`src/rtl/afg_pkg.sv`:
```
package afg_pkg;
    localparam int unsigned DATA_W = 32;
    localparam int unsigned IDX_W  = $clog2(DATA_W);
    localparam int unsigned NIB_HI = 4;

    typedef enum logic [1:0] {
        SZ_BYTE = 2'b00,
        SZ_HALF = 2'b01,
        SZ_WORD = 2'b10,
        SZ_ALT  = 2'b11
    } afg_size_e;

    typedef struct packed {
        logic ovf;
        logic sign;
        logic zero;
        logic parity;
        logic aux;
        logic carry;
    } afg_flags_t;

    function automatic logic [IDX_W-1:0] afg_top(input logic [1:0] sz);
        case (sz)
            SZ_BYTE: afg_top = IDX_W'(7);
            SZ_HALF: afg_top = IDX_W'(15);
            default: afg_top = IDX_W'(DATA_W - 1);
        endcase
    endfunction

    function automatic logic [DATA_W-1:0] afg_mask(input logic [1:0] sz);
        case (sz)
            SZ_BYTE: afg_mask = DATA_W'(32'h0000_00FF);
            SZ_HALF: afg_mask = DATA_W'(32'h0000_FFFF);
            default: afg_mask = {DATA_W{1'b1}};
        endcase
    endfunction
endpackage

```
`src/rtl/afg_wide_flags.sv`:
```
module afg_wide_flags
    import afg_pkg::*;
(
    input  logic [DATA_W-1:0] a_i,
    input  logic [DATA_W-1:0] b_eff_i,
    input  logic [DATA_W-1:0] res_i,
    input  logic [DATA_W-1:0] chain_i,
    input  logic              sub_i,
    input  logic [1:0]        size_i,
    output logic              carry_o,
    output logic              ovf_o,
    output logic              sign_o,
    output logic              zero_o
);
    logic [IDX_W-1:0]  top;
    logic [DATA_W-1:0] cin_vec;
    logic [DATA_W-1:0] in_width;

    always_comb begin
        top      = afg_top(size_i);
        cin_vec  = a_i ^ b_eff_i ^ res_i;
        in_width = res_i & afg_mask(size_i);
        carry_o  = chain_i[top] ^ sub_i;
        ovf_o    = cin_vec[top] ^ chain_i[top];
        sign_o   = res_i[top];
        zero_o   = (in_width == '0);
    end
endmodule

```
`src/rtl/afg_byte_flags.sv`:
```
module afg_byte_flags
    import afg_pkg::*;
(
    input  logic [DATA_W-1:0] a_i,
    input  logic [DATA_W-1:0] b_eff_i,
    input  logic [DATA_W-1:0] res_i,
    input  logic              sub_i,
    output logic              parity_o,
    output logic              aux_o
);
    always_comb begin
        parity_o = ~(^res_i[7:0]);
        aux_o    = a_i[NIB_HI] ^ b_eff_i[NIB_HI] ^ res_i[NIB_HI] ^ sub_i;
    end
endmodule

```
`src/rtl/arith_flag_gen.sv`:
```
module arith_flag_gen
    import afg_pkg::*;
#(
    parameter bit REG_OUT = 1'b1
) (
    input  logic              clk,
    input  logic              rst,
    input  logic [DATA_W-1:0] op_a,
    input  logic [DATA_W-1:0] op_b,
    input  logic [DATA_W-1:0] result,
    input  logic [DATA_W-1:0] carry_chain,
    input  logic              op_sub,
    input  logic [1:0]        op_size,
    output logic              flag_carry,
    output logic              flag_aux,
    output logic              flag_parity,
    output logic              flag_zero,
    output logic              flag_sign,
    output logic              flag_ovf
);
    logic [DATA_W-1:0] b_eff;
    afg_flags_t        comb_f;
    afg_flags_t        out_f;

    assign b_eff = op_sub ? ~op_b : op_b;

    afg_wide_flags u_wide (
        .a_i     (op_a),
        .b_eff_i (b_eff),
        .res_i   (result),
        .chain_i (carry_chain),
        .sub_i   (op_sub),
        .size_i  (op_size),
        .carry_o (comb_f.carry),
        .ovf_o   (comb_f.ovf),
        .sign_o  (comb_f.sign),
        .zero_o  (comb_f.zero)
    );

    afg_byte_flags u_byte (
        .a_i      (op_a),
        .b_eff_i  (b_eff),
        .res_i    (result),
        .sub_i    (op_sub),
        .parity_o (comb_f.parity),
        .aux_o    (comb_f.aux)
    );

    generate
        if (REG_OUT) begin : g_reg
            always_ff @(posedge clk) begin
                if (rst) out_f <= '0;
                else     out_f <= comb_f;
            end


            out_reset_chk: assert property (@(posedge clk)
                rst |=> (out_f == '0));


            out_delay_chk: assert property (@(posedge clk) disable iff (rst)
                1'b1 |=> (out_f == $past(comb_f)));
        end else begin : g_comb
            assign out_f = comb_f;
        end
    endgenerate

    assign flag_carry  = out_f.carry;
    assign flag_aux    = out_f.aux;
    assign flag_parity = out_f.parity;
    assign flag_zero   = out_f.zero;
    assign flag_sign   = out_f.sign;
    assign flag_ovf    = out_f.ovf;


    zero_not_neg_chk: assert property (@(posedge clk) disable iff (rst)
        comb_f.zero |-> !comb_f.sign);


    byte_zero_par_chk: assert property (@(posedge clk) disable iff (rst)
        (op_size == SZ_BYTE && comb_f.zero) |-> comb_f.parity);


    no_overflow_chk: assert property (@(posedge clk) disable iff (rst)
        (!op_sub && op_a[afg_top(op_size)] != op_b[afg_top(op_size)])
            |-> !comb_f.ovf);


    sub_same_sign_chk: assert property (@(posedge clk) disable iff (rst)
        (op_sub && op_a[afg_top(op_size)] == op_b[afg_top(op_size)])
            |-> !comb_f.ovf);
endmodule

```
`config.mk`:
```
export PLATFORM = sky130hd
export DESIGN_NAME = arith_flag_gen
export DESIGN_NICKNAME = d
export VERILOG_FILES = /design/src/rtl/afg_pkg.sv /design/src/rtl/afg_wide_flags.sv /design/src/rtl/afg_byte_flags.sv /design/src/rtl/arith_flag_gen.sv
export SDC_FILE = /design/constraint.sdc
export NUM_CORES = 1
export LEC_CHECK = 0
export ABC_AREA = 1
export CORE_ASPECT_RATIO = 2
export CORE_UTILIZATION = 19
export DETAILED_ROUTE_END_ITERATION = 8
export PLACE_DENSITY = 0.93
export SLEW_MARGIN = 20
export SYNTH_ARGS = -nofsm -noshare
export SYNTH_HDL_FRONTEND = slang
export SYNTH_SLANG_ARGS = --single-unit
```
`constraint.sdc`:
```
create_clock -name clk -period 3.15 [get_ports clk]
set_input_delay 0.63 -clock clk [delete_from_list [all_inputs] [get_ports clk]]
set_output_delay 0.63 -clock clk [all_outputs]
set_load 0.05 [all_outputs]
```
==> results of run 1 <==
-- layer usage --
metal	routed length (um)	GRT usage, %
met1	698	12.0
met4	0	1.88
met2	922	23.2
met3	137	3.26
met5	0	0
-- per-stage QoR --
stage	power (mW)	util [%]	cells	hold WS, ns	area (um^2)
after floorplan	0.161	-	107	0.722	619
after global placement	0.245	38.1	191	1.23	1190
after detailed placement	0.247	38.1	191	1.23	1190
after CTS	0.368	39.4	194	1.00	1230
after global routing	0.391	39.4	194	1.03	1230
final	0.361	39.4	194	1.00	1230
-- power by group --
part | switching [mW] | leakage (nW) | internal [mW]
clock | 0.0342 | 0.0216 | 0.0822
sequential | 0.00178 | 0.0498 | 0.0835
combinational | 0.0734 | 0.523 | 0.0859
total | 0.109 | 0.594 | 0.252
-- synth_stat cells (all sizes together) --
| cell | number |
|---|---|
| xnor2 | 4 |
| nor3 | 1 |
| inv | 24 |
| o21ai | 5 |
| nor2 | 12 |
| ha | 4 |
| a21oi | 5 |
| nand2 | 34 |
| xor2 | 1 |
| dfxtp | 6 |
| o22ai | 1 |
| nand3 | 3 |
| nand4 | 3 |
| nor4 | 4 |
-- state kept, by name, summed over array words and instances (netlist names) --
| name | cells |
|---|---|
| flag_parity | 1 |
| flag_ovf | 1 |
| flag_sign | 1 |
| flag_aux | 1 |
| flag_carry | 1 |
| flag_zero | 1 |
-- kinds of logic after synthesis --
kind of cell	Yosys count	synth area share, %
compound gates	11	11.5
buf+inv	24	14.5
fa+ha+maj	4	8.08
flops	6	19.4
simple gates	57	39.4
xor+xnor	5	7.07
-- worst max path at each step --
stage / startpoint / end / slack (ns)
2_1_floorplan: result[4] / flag_parity / 1.73
3_3_place_gp: op_size[1] / flag_ovf / 1.16
3_5_place_dp: op_size[1] / flag_ovf / 1.15
4_1_cts: flag_sign / flag_sign / 1.18
5_1_grt: flag_sign / flag_sign / 1.15
6_report: flag_sign / flag_sign / 1.19
-- layout make-up --
type                    count  area (um^2)  area share (%)
multi-input cells          77          409            33.3
repair buffers             53          531            43.1
well taps                  31         38.8            3.15
flip-flops and latches      6          120            9.77
clock buffers               3         41.3            3.36
inverters                  24         90.1            7.32
==> impl_table.tex, run 1 <==
\begin{tabular}{lr}
\hline
Metric & Value \\
\hline
\multicolumn{2}{l}{\textbf{Outcome}} \\
\quad Result of the run & complete, no violations \\
\multicolumn{2}{l}{\textbf{Die}} \\
\quad Full die area & 0.00351 mm\^{}2 \\
\quad Site Rows & 29 \\
\quad Die Span Y & roughly 83 um \\
\quad Core region area & 0.00312 mm\^{}2 \\
\quad Starting utilization of the core area & roughly 20\% \\
\quad Num ports & 139 \\
\quad Die X-Extent & 42.4 um \\
\multicolumn{2}{l}{\textbf{Layout}} \\
\quad Fillcell total & 314 \\
\quad Syn-to-layout area delta & 98.6\% \\
\quad Share of final-layout standard cells stronger than drive strength 1 & 6.13\% \\
\quad Final net count & just over 300 \\
\quad Most frequent cells in the layout & sky130\_fd\_sc\_hd\_\_clkdlybuf4s50\_1 (53), sky130\_fd\_sc\_hd\_\_nand2\_1 (31), sky130\_fd\_sc\_hd\_\_inv\_1 (22), sky130\_fd\_sc\_hd\_\_nor2\_1 (12), sky130\_fd\_sc\_hd\_\_dfxtp\_1 (6) \\
\quad Diodes inserted & 0 \\
\quad Most common cell after layout, fill and taps aside & sky130\_fd\_sc\_hd\_\_clkdlybuf4s50\_1 \\
\multicolumn{2}{l}{\textbf{Place}} \\
\quad Worst setup slack before clock tree synthesis & 1.15 ns \\
\quad Port Buf Inserts & 53 \\
\quad DP Wirelength & 1520 um \\
\quad GPL Wtd Cong & 0.730 \\
\multicolumn{2}{l}{\textbf{Global routing}} \\
\quad Global-route total usage across every layer & 11.7\% \\
\quad Pin count of the biggest net entering global routing & 8 \\
\quad Total gr overflow & 0 \\
\quad First-pass GRT wire length & 3170 um \\
\quad Number of antenna violations at the first check in global routing & 0 \\
\quad Number of global-route vias before repair & 830 \\
\multicolumn{2}{l}{\textbf{Timing}} \\
\quad Post-layout min period & 1.96 ns \\
\quad Total count of max-transition violations in the final report & 0 \\
\quad Worst relative slew slack & 66.6\% \\
\quad Final number of setup-violating endpoints & 0 \\
\quad Unrepaired setup endpoints after global routing & false \\
\quad Setup TNS & 0 ns \\
\quad Final setup slack of the worst path & 1.19 ns \\
\quad Portion of the clock cycle consumed by the worst path in the final layout & roughly 62\% \\
\quad Maximum operating frequency & 0.511 GHz \\
\quad Worst slew pin tran & 0.499 ns \\
\quad Count of final hold-check violations & 0 \\
\multicolumn{2}{l}{\textbf{CTS}} \\
\quad Clock edge transition at the registers on the reported setup and hold paths & 0.04 ns \\
\quad CTS tree & done \\
\quad Maximum buffer depth of the clock tree & 2 \\
\quad Post-CTS setup buffer count & 0 \\
\quad Clock buffer count from CTS & 3 \\
\quad H-Tree Level Count & 1 \\
\quad Number of sinks handled by clock tree synthesis & 6 \\
\quad Number of resized instances in the post-cts repair step & 0 \\
\quad Hold Buf Count CTS & 0 \\
\quad Root buf cell & sky130\_fd\_sc\_hd\_\_clkbuf\_8 \\
\multicolumn{2}{l}{\textbf{Logic synthesis}} \\
\quad Gate count after technology mapping & 107 \\
\quad Netlist cell types & 19 \\
\quad Number of nets in the synthesized netlist & 244 \\
\quad Post-Synthesis Cell Area & 619 um\^{}2 \\
\quad Mean area per synthesized cell & 5.79 um\^{}2 \\
\quad Ranking of synthesized cells by area & sky130\_fd\_sc\_hd\_\_dfxtp\_1 (19\%), sky130\_fd\_sc\_hd\_\_nand2\_1 (19\%), sky130\_fd\_sc\_hd\_\_inv\_1 (13\%) \\
\quad Post-synth top area share & 19.4\% \\
\quad Largest area contributor in the synthesized netlist & sky130\_fd\_sc\_hd\_\_dfxtp\_1 \\
\quad Number of storage elements in the synthesis netlist & 6 \\
\quad Number of warnings issued by yosys & 0 \\
\quad Sequential area share after synthesis & 19.4\% \\
\multicolumn{2}{l}{\textbf{Setup path}} \\
\quad Cell chain of the critical path & clkdlybuf4s50\_1 \\
\quad Worst Path Arrival & 1.33 ns \\
\quad Number of gates on the worst path with buffers counted & 1 \\
\quad Nature of the critical path startpoint & register \\
\quad Required arrival time at the worst endpoint & 2.52 ns \\
\quad Max FO, Critical Path & 1 \\
\quad Crit path max-delay cell type & sky130\_fd\_sc\_hd\_\_clkdlybuf4s50\_1 \\
\quad Crit. End Element & output port \\
\quad Gate family responsible for the most delay along the worst path & buffers and inverters \\
\quad Worst path buffer plus inverter count & 1 \\
\quad Critical path type & register to output port \\
\quad Largest stage delay on the critical path & 0.79 ns \\
\multicolumn{2}{l}{\textbf{Routing}} \\
\quad Iteration count of the initial detailed-routing pass & 3 \\
\quad Post-route DRC & 0 \\
\quad WL/cell & 9.06 um \\
\quad Number of nets with antenna violations after routing & 0 \\
\quad Post-DR vias/cell & 4.32 \\
\quad Number of violations reported at the end of detailed-routing iteration 0 & 9 \\
\quad Wire length after detailed routing & around 1800 um \\
\quad Routed via count & 839 \\
\multicolumn{2}{l}{\textbf{Power}} \\
\quad PD cells & 294 mW/mm\^{}2 \\
\quad Static leakage & 0.594 nW \\
\quad Worst supply voltage drop on vdd & 0.206 mV \\
\multicolumn{2}{l}{\textbf{Worst hold path}} \\
\quad Hold-critical path depth & 3 \\
\quad Start point of the worst min-delay path & result[4] \\
\quad WHS Endpoint & flag\_aux \\
\quad Worst hold path class & input port to register \\
\multicolumn{2}{l}{\textbf{Run}} \\
\quad Count of maximum capacitance violations & 0 \\
\hline
\end{tabular}
Power figures use the tool's default switching activity.
==> inputs of run 2 (changes only) <==
--- a/config.mk
+++ b/config.mk
@@ -7,9 +7,9 @@
 export LEC_CHECK = 0
 export ABC_AREA = 1
 export CORE_ASPECT_RATIO = 2
-export CORE_UTILIZATION = 19
+export CORE_UTILIZATION = 16
 export DETAILED_ROUTE_END_ITERATION = 8
-export PLACE_DENSITY = 0.93
+export PLACE_DENSITY = 0.84
 export SLEW_MARGIN = 20
 export SYNTH_ARGS = -nofsm -noshare
 export SYNTH_HDL_FRONTEND = slang
==> constraint.sdc (replaced) <==
create_clock -name clk -period 1.7 [get_ports clk]
set_input_delay 0.34 -clock clk [delete_from_list [all_inputs] [get_ports clk]]
set_output_delay 0.34 -clock clk [all_outputs]
set_load 0.05 [all_outputs]
==> impl_table.tex, run 2 (synthesis results as in run 1) <==
\begin{tabular}{lr}
\hline
Metric & Value \\
\hline
\multicolumn{2}{l}{\textbf{Timing}} \\
\quad Worst hold slack & 0.721 ns (-0.282 ns) \\
\quad Final setup slack of the worst path & 0.264 ns (-0.930 ns) \\
\quad Maximum operating frequency & 0.697 GHz \\
\quad Total count of max-transition violations in the final report & 0 (unchanged) \\
\quad Portion of the clock cycle consumed by the worst path in the final layout & a little over four fifths \\
\quad Post-layout min period & 1.44 ns \\
\quad Unrepaired setup endpoints after global routing & false \\
\quad Final number of setup-violating endpoints & 0 (unchanged) \\
\quad Count of final hold-check violations & 0 (unchanged) \\
\quad Worst relative slew slack & 82.8\% (+16 points) \\
\quad Setup TNS & 0 ns (unchanged) \\
\quad Worst slew pin tran & 0.256 ns (-0.243 ns) \\
\multicolumn{2}{l}{\textbf{Die}} \\
\quad Num ports & 139 (unchanged) \\
\quad Die Span Y & 90.0 um (+8.8\%) \\
\quad Die X-Extent & 46.0 um (+8.6\%) \\
\quad Site Rows & 31 (+6.9\%) \\
\quad Full die area & 0.00414 mm\^{}2 (+18\%) \\
\quad Starting utilization of the core area & 17.0\% (-2.9 points) \\
\quad Core region area & 0.00365 mm\^{}2 (+17\%) \\
\multicolumn{2}{l}{\textbf{Setup path}} \\
\quad Nature of the critical path startpoint & input port \\
\quad Critical path type & input port to register \\
\quad Worst Path Arrival & 1.55 ns (+0.22 ns) \\
\quad Crit. End Element & register \\
\quad Max FO, Critical Path & 7 (+6) \\
\quad Required arrival time at the worst endpoint & 1.81 ns (-0.71 ns) \\
\multicolumn{2}{l}{\textbf{Layout}} \\
\quad Most common cell after layout, fill and taps aside & sky130\_fd\_sc\_hd\_\_clkdlybuf4s50\_1 \\
\quad Syn-to-layout area delta & 101\% \\
\quad Fillcell total & 412 (+31\%) \\
\quad Diodes inserted & 0 (unchanged) \\
\quad Core occupancy in the finished layout & 34.1\% (-5.3 points) \\
\quad Final net count & 303 (+0.33\%) \\
\quad Share of final-layout standard cells stronger than drive strength 1 & 10.4\% (+4.2 points) \\
\quad Most frequent cells in the layout & sky130\_fd\_sc\_hd\_\_clkdlybuf4s50\_1 (47), sky130\_fd\_sc\_hd\_\_nand2\_1 (31), sky130\_fd\_sc\_hd\_\_inv\_1 (22), sky130\_fd\_sc\_hd\_\_nor2\_1 (12), sky130\_fd\_sc\_hd\_\_buf\_4 (7) \\
\multicolumn{2}{l}{\textbf{Global routing}} \\
\quad Met1 capacity usage during global routing & 8.71\% (-3.3 points) \\
\quad Total gr overflow & 0 (unchanged) \\
\quad Pin count of the biggest net entering global routing & 8 (unchanged) \\
\quad Number of antenna violations at the first check in global routing & 0 (unchanged) \\
\quad Global-route total usage across every layer & 9.97\% (-1.7 points) \\
\quad First-pass GRT wire length & 3080 um (-2.8\%) \\
\quad Global-route layer with the greatest usage & met2 \\
\quad GR met2 Demand/Resource & 19.4\% (-3.9 points) \\
\quad Number of global-route vias before repair & 826 (-0.48\%) \\
\quad Met3 routing resource usage after global routing & 2.41\% (-0.85 points) \\
\multicolumn{2}{l}{\textbf{CTS}} \\
\quad CTS tree & done \\
\quad Root buf cell & sky130\_fd\_sc\_hd\_\_clkbuf\_8 \\
\quad Clock edge transition at the registers on the reported setup and hold paths & 0.03 ns (about the same) \\
\quad Maximum buffer depth of the clock tree & 2 (unchanged) \\
\quad H-Tree Level Count & 1 (unchanged) \\
\quad Post-CTS setup buffer count & 0 (unchanged) \\
\quad Hold Buf Count CTS & 0 (unchanged) \\
\quad Number of sinks handled by clock tree synthesis & 6 (unchanged) \\
\quad Clock buffer count from CTS & 3 (unchanged) \\
\quad Number of resized instances in the post-cts repair step & 0 (unchanged) \\
\multicolumn{2}{l}{\textbf{Place}} \\
\quad GPL Wtd Cong & 0.740 (+1.4\%) \\
\quad Worst setup slack before clock tree synthesis & 0.0385 ns (-1.12 ns) \\
\quad DP Wirelength & 1680 um (+11\%) \\
\quad Port Buf Inserts & 53 (unchanged) \\
\multicolumn{2}{l}{\textbf{Power}} \\
\quad PD cells & 528 mW/mm\^{}2 (+80\%) \\
\quad Static leakage & 0.608 nW (+2.4\%) \\
\quad Worst supply voltage drop on vdd & 0.388 mV (+88\%) \\
\quad Design Power & 0.658 mW (+82\%) \\
\multicolumn{2}{l}{\textbf{Routing}} \\
\quad WL/cell & 8.48 um (-6.4\%) \\
\quad Post-DR vias/cell & 4.03 (-6.9\%) \\
\quad Wire length after detailed routing & 1810 um (+2.8\%) \\
\quad Routed via count & 858 (+2.3\%) \\
\quad Number of nets with antenna violations after routing & 0 (unchanged) \\
\quad Iteration count of the initial detailed-routing pass & 4 (+1) \\
\quad Number of violations reported at the end of detailed-routing iteration 0 & 11 (+2) \\
\quad Post-route DRC & 0 (unchanged) \\
\multicolumn{2}{l}{\textbf{Worst hold path}} \\
\quad WHS Endpoint & flag\_aux \\
\quad Start point of the worst min-delay path & result[4] \\
\quad Hold-critical path depth & 3 (unchanged) \\
\quad Worst hold path class & input port to register \\
\multicolumn{2}{l}{\textbf{Outcome}} \\
\quad Result of the run & complete, no violations \\
\multicolumn{2}{l}{\textbf{Run}} \\
\quad Count of maximum capacitance violations & 0 (unchanged) \\
\hline
\end{tabular}
==> run 2: worst max path at each step <==
stage	startpoint	end	slack [ns]	cells past startpoint
finish	op_size[1]	flag_ovf	0.26	10
global route	op_sub	flag_ovf	0.13	11
CTS	result[7]	flag_parity	0.27	6
detailed placement	result[4]	flag_parity	0.04	6
global placement	result[0]	flag_parity	0.05	6
floorplan	result[4]	flag_parity	0.57	5
==> run 2: layer usage <==
metal  wire length [um]  part of all wire, %  vias to the layer above
li1                   -                    -                      448
met1                598                   33                      360
met2               1070                   59                       48
met3                123                  6.8                        2
met4                 13                 0.72                        0
met5                  0                    0                        -
==> run 2: layout make-up <==
class	instances	area [um^2]	area share, %
Sequential cell	6	120	9.65
Tap cell	49	61.3	4.92
Timing Repair Buffer	54	523	42.0
Clock buffer	3	41.3	3.32
Multi-Input combinational cell	77	409	32.9
Inverter	24	90.1	7.24
==> run 2: worst max-delay path: stages <==
cell	delay (ns)
sky130_fd_sc_hd__clkdlybuf4s50_1	0.61
sky130_fd_sc_hd__inv_2	0.07
sky130_fd_sc_hd__nand2_2	0.07
sky130_fd_sc_hd__inv_2	0.04
sky130_fd_sc_hd__nand2_2	0.05
sky130_fd_sc_hd__nand2_2	0.06
sky130_fd_sc_hd__a21oi_4	0.15
sky130_fd_sc_hd__nand2_1	0.07
sky130_fd_sc_hd__nand2_1	0.05
sky130_fd_sc_hd__nor2_1	0.04
==> run 2: per-stage QoR <==
| stage | cells | cell area (um^2) |
|---|---|---|
| after floorplan | 107 | 619 |
| after global placement | 210 | 1200 |
| after detailed placement | 210 | 1200 |
| after CTS | 213 | 1240 |
| after global routing | 213 | 1240 |
| final | 213 | 1240 |
==> run 2: power breakdown <==
| part | leakage (nW) | internal (mW) | switching, mW |
|---|---|---|---|
| clock | 0.0216 | 0.152 | 0.0560 |
| combinational | 0.537 | 0.156 | 0.136 |
| sequential | 0.0498 | 0.155 | 0.00350 |
| total | 0.608 | 0.463 | 0.195 |
==> inputs of run 3 (changes only) <==
==> constraint.sdc (replaced) <==
create_clock -name clk -period 1.26 [get_ports clk]
set_input_delay 0.252 -clock clk [delete_from_list [all_inputs] [get_ports clk]]
set_output_delay 0.252 -clock clk [all_outputs]
set_load 0.05 [all_outputs]
==> impl_table.tex, run 3 (synthesis results as in run 1) <==
\begin{tabular}{lr}
\hline
Metric & Value \\
\hline
\multicolumn{2}{l}{\textbf{Layout}} \\
\quad Share of final-layout standard cells stronger than drive strength 1 & 25.7\% (+15 points) \\
\quad Fillcell total & 376 (-8.7\%) \\
\quad Diodes inserted & 0 (unchanged) \\
\quad Final net count & 310 (+2.3\%) \\
\quad Area of the multi-input gates & 498 um\^{}2 (+22\%) \\
\quad Most common cell after layout, fill and taps aside & sky130\_fd\_sc\_hd\_\_clkdlybuf4s50\_1 \\
\quad Area used by sequential logic in the layout & 120 um\^{}2 (unchanged) \\
\quad Most frequent cells in the layout & sky130\_fd\_sc\_hd\_\_clkdlybuf4s50\_1 (30), sky130\_fd\_sc\_hd\_\_nand2\_1 (29), sky130\_fd\_sc\_hd\_\_inv\_1 (16), sky130\_fd\_sc\_hd\_\_dlymetal6s2s\_1 (12), sky130\_fd\_sc\_hd\_\_nor2\_1 (9) \\
\quad Syn-to-layout area delta & 139\% \\
\multicolumn{2}{l}{\textbf{Global routing}} \\
\quad Pin count of the biggest net entering global routing & 8 (unchanged) \\
\quad First-pass GRT wire length & 3280 um (+6.5\%) \\
\quad Total gr overflow & 0 (unchanged) \\
\quad Number of global-route vias before repair & 817 (-1.1\%) \\
\quad Number of antenna violations at the first check in global routing & 0 (unchanged) \\
\quad Global-route total usage across every layer & 10.7\% (+0.74 points) \\
\multicolumn{2}{l}{\textbf{Die}} \\
\quad Core region area & 0.00365 mm\^{}2 (unchanged) \\
\quad Full die area & 0.00414 mm\^{}2 (unchanged) \\
\quad Die X-Extent & 46.0 um (unchanged) \\
\quad Starting utilization of the core area & 17.0\% (unchanged) \\
\quad Num ports & 139 (unchanged) \\
\quad Site Rows & 31 (unchanged) \\
\quad Die Span Y & 90.0 um (unchanged) \\
\multicolumn{2}{l}{\textbf{Timing}} \\
\quad Unrepaired setup endpoints after global routing & false \\
\quad Setup TNS & 0 ns (unchanged) \\
\quad Count of final hold-check violations & 0 (unchanged) \\
\quad Post-layout min period & 1.19 ns \\
\quad Worst slew pin tran & 0.266 ns (+0.00922 ns) \\
\quad Maximum operating frequency & 0.838 GHz \\
\quad Worst relative slew slack & 82.1\% (-0.62 points) \\
\quad Portion of the clock cycle consumed by the worst path in the final layout & roughly 95\% \\
\quad Total count of max-transition violations in the final report & 0 (unchanged) \\
\quad Final number of setup-violating endpoints & 0 (unchanged) \\
\multicolumn{2}{l}{\textbf{Power}} \\
\quad PD cells & 672 mW/mm\^{}2 (+27\%) \\
\quad Share of power burned in the clock network & 28.2\% (-3.4 points) \\
\quad Internal power of the cells & 0.694 mW (+50\%) \\
\quad Switching share of power & 30.3\% (+0.63 points) \\
\quad Sequential share of power & 22.4\% (-1.7 points) \\
\quad Worst supply voltage drop on vdd & 0.607 mV (+57\%) \\
\quad Static leakage & 0.783 nW (+29\%) \\
\quad Design Power & 0.995 mW (+51\%) \\
\quad Combinational share of power & 49.4\% (+5.0 points) \\
\quad Net switching power figure & 0.301 mW (+54\%) \\
\multicolumn{2}{l}{\textbf{CTS}} \\
\quad CTS tree & done \\
\quad H-Tree Level Count & 1 (unchanged) \\
\quad Clock edge transition at the registers on the reported setup and hold paths & 0.04 ns (about the same) \\
\quad Hold Buf Count CTS & 0 (unchanged) \\
\quad Clock buffer count from CTS & 3 (unchanged) \\
\quad Root buf cell & sky130\_fd\_sc\_hd\_\_clkbuf\_8 \\
\quad Maximum buffer depth of the clock tree & 2 (unchanged) \\
\quad Number of sinks handled by clock tree synthesis & 6 (unchanged) \\
\quad Post-CTS setup buffer count & 0 (unchanged) \\
\multicolumn{2}{l}{\textbf{Setup path}} \\
\quad Critical path type & input port to register \\
\quad Gate family responsible for the most delay along the worst path & buffers and inverters \\
\quad Crit path max-delay cell type & sky130\_fd\_sc\_hd\_\_clkdlybuf4s50\_1 \\
\quad Nature of the critical path startpoint & input port \\
\quad Crit. End Element & register \\
\quad Required arrival time at the worst endpoint & 1.36 ns (-0.45 ns) \\
\quad Worst Path Arrival & 1.29 ns (-0.26 ns) \\
\quad Cell chain of the critical path & clkdlybuf4s50\_1 > inv\_1 > ha\_4 > xnor2\_2 > o21ai\_1 > a21oi\_1 \\
\quad Largest stage delay on the critical path & 0.45 ns (-0.16 ns) \\
\quad Max FO, Critical Path & 2 (-5) \\
\quad Worst path buffer plus inverter count & 2 (-1) \\
\multicolumn{2}{l}{\textbf{Place}} \\
\quad Port Buf Inserts & 53 (unchanged) \\
\quad DP Wirelength & 1650 um (-1.9\%) \\
\quad GPL Wtd Cong & 0.702 (-5.2\%) \\
\multicolumn{2}{l}{\textbf{Worst hold path}} \\
\quad Start point of the worst min-delay path & result[4] \\
\quad Hold-critical path depth & 4 (+1) \\
\quad Worst hold path class & input port to register \\
\quad WHS Endpoint & flag\_aux \\
\multicolumn{2}{l}{\textbf{Routing}} \\
\quad Post-DR vias/cell & 4.04 (+0.20\%) \\
\quad Wire length after detailed routing & 2040 um (+13\%) \\
\quad Number of nets with antenna violations after routing & 0 (unchanged) \\
\quad WL/cell & 9.25 um (+9.1\%) \\
\quad Iteration count of the initial detailed-routing pass & 4 (unchanged) \\
\quad Number of violations reported at the end of detailed-routing iteration 0 & 13 (+2) \\
\quad Post-route DRC & 0 (unchanged) \\
\quad Routed via count & 888 (+3.5\%) \\
\multicolumn{2}{l}{\textbf{Run}} \\
\quad Count of maximum capacitance violations & 0 (unchanged) \\
\multicolumn{2}{l}{\textbf{Outcome}} \\
\quad Result of the run & complete, no violations \\
\hline
\end{tabular}
## run 3: cell count changes in the layout (fill, tap and decap cells not counted), sizes merged
| cell | delta |
|---|---|
| buf | +7 |
| clkbuf | +1 |
| clkdlybuf4s50 | -17 |
| dlygate4sd2 | +4 |
| dlymetal6s2s | +12 |
## run 3: area by class of cell
type                    instances  area share (%)
clock buffers                   3            2.79
inverters                      24            6.08
multi-input cells              77            33.6
flip-flops and latches          6            8.11
well taps                      49            4.14
repair buffers                 61            45.3
## run 3: what timing repair did
item / CTS / global route
setup endpoints to repair: 3 / 3
pin swaps: 6 / 6
gates cloned: 0 / 0
endpoints found under the hold margin: 0 / 0
gates resized for setup: 13 / 26
## run 3: routing by layer
layer	global-route usage, %	routed length (um)	up-vias
met5	0	0	-
li1	-	-	459
met1	11.0	657	375
met2	19.8	1210	52
met3	1.81	144	2
met4	3.68	21	0
## run 3: tightest hold or removal path: cells and delay by family
family | cells | cell delay, ns
AO/OA/AOI/OAI | 1 | 0.05
buffers and inverters | 3 | 0.30
## run 3: worst max-delay path by stage
| stage | startpoint | endpoint | slack (ns) | depth (start not counted) |
|---|---|---|---|---|
| 2_1_floorplan | result[4] | flag_parity | 0.22 | 5 |
| 3_3_place_gp | result[7] | flag_parity | -0.29 | 6 |
| 3_5_place_dp | result[7] | flag_parity | -0.31 | 6 |
| 4_1_cts | op_size[0] | flag_ovf | 0.006 | 7 |
| 5_1_grt | result[2] | flag_parity | 0.007 | 6 |
| 6_report | result[1] | flag_parity | 0.07 | 6 |
## run 3: power by group through the flow
stage	combinational [mW]	clock, mW	sequential (mW)
6_report	0.491	0.281	0.223
5_1_grt	0.534	0.297	0.224
4_1_cts	0.486	0.293	0.223
3_5_place_dp	0.459	0	0.226
3_3_place_gp	0.450	0	0.226
2_1_floorplan	0.123	0	0.279
## run 3: stage by stage
step                      hold WS (ns)  utilization [%]  instance area, um^2  setup WS, ns  cells
after floorplan                  0.344                -                  619         0.217    107
after global placement           0.701             36.5                 1330        -0.290    217
after detailed placement         0.701             36.5                 1330        -0.313    217
after CTS                        0.491             39.3                 1430       0.00600    220
after global routing             0.468             40.6                 1480       0.00684    220
final                            0.441             40.6                 1480        0.0662    220
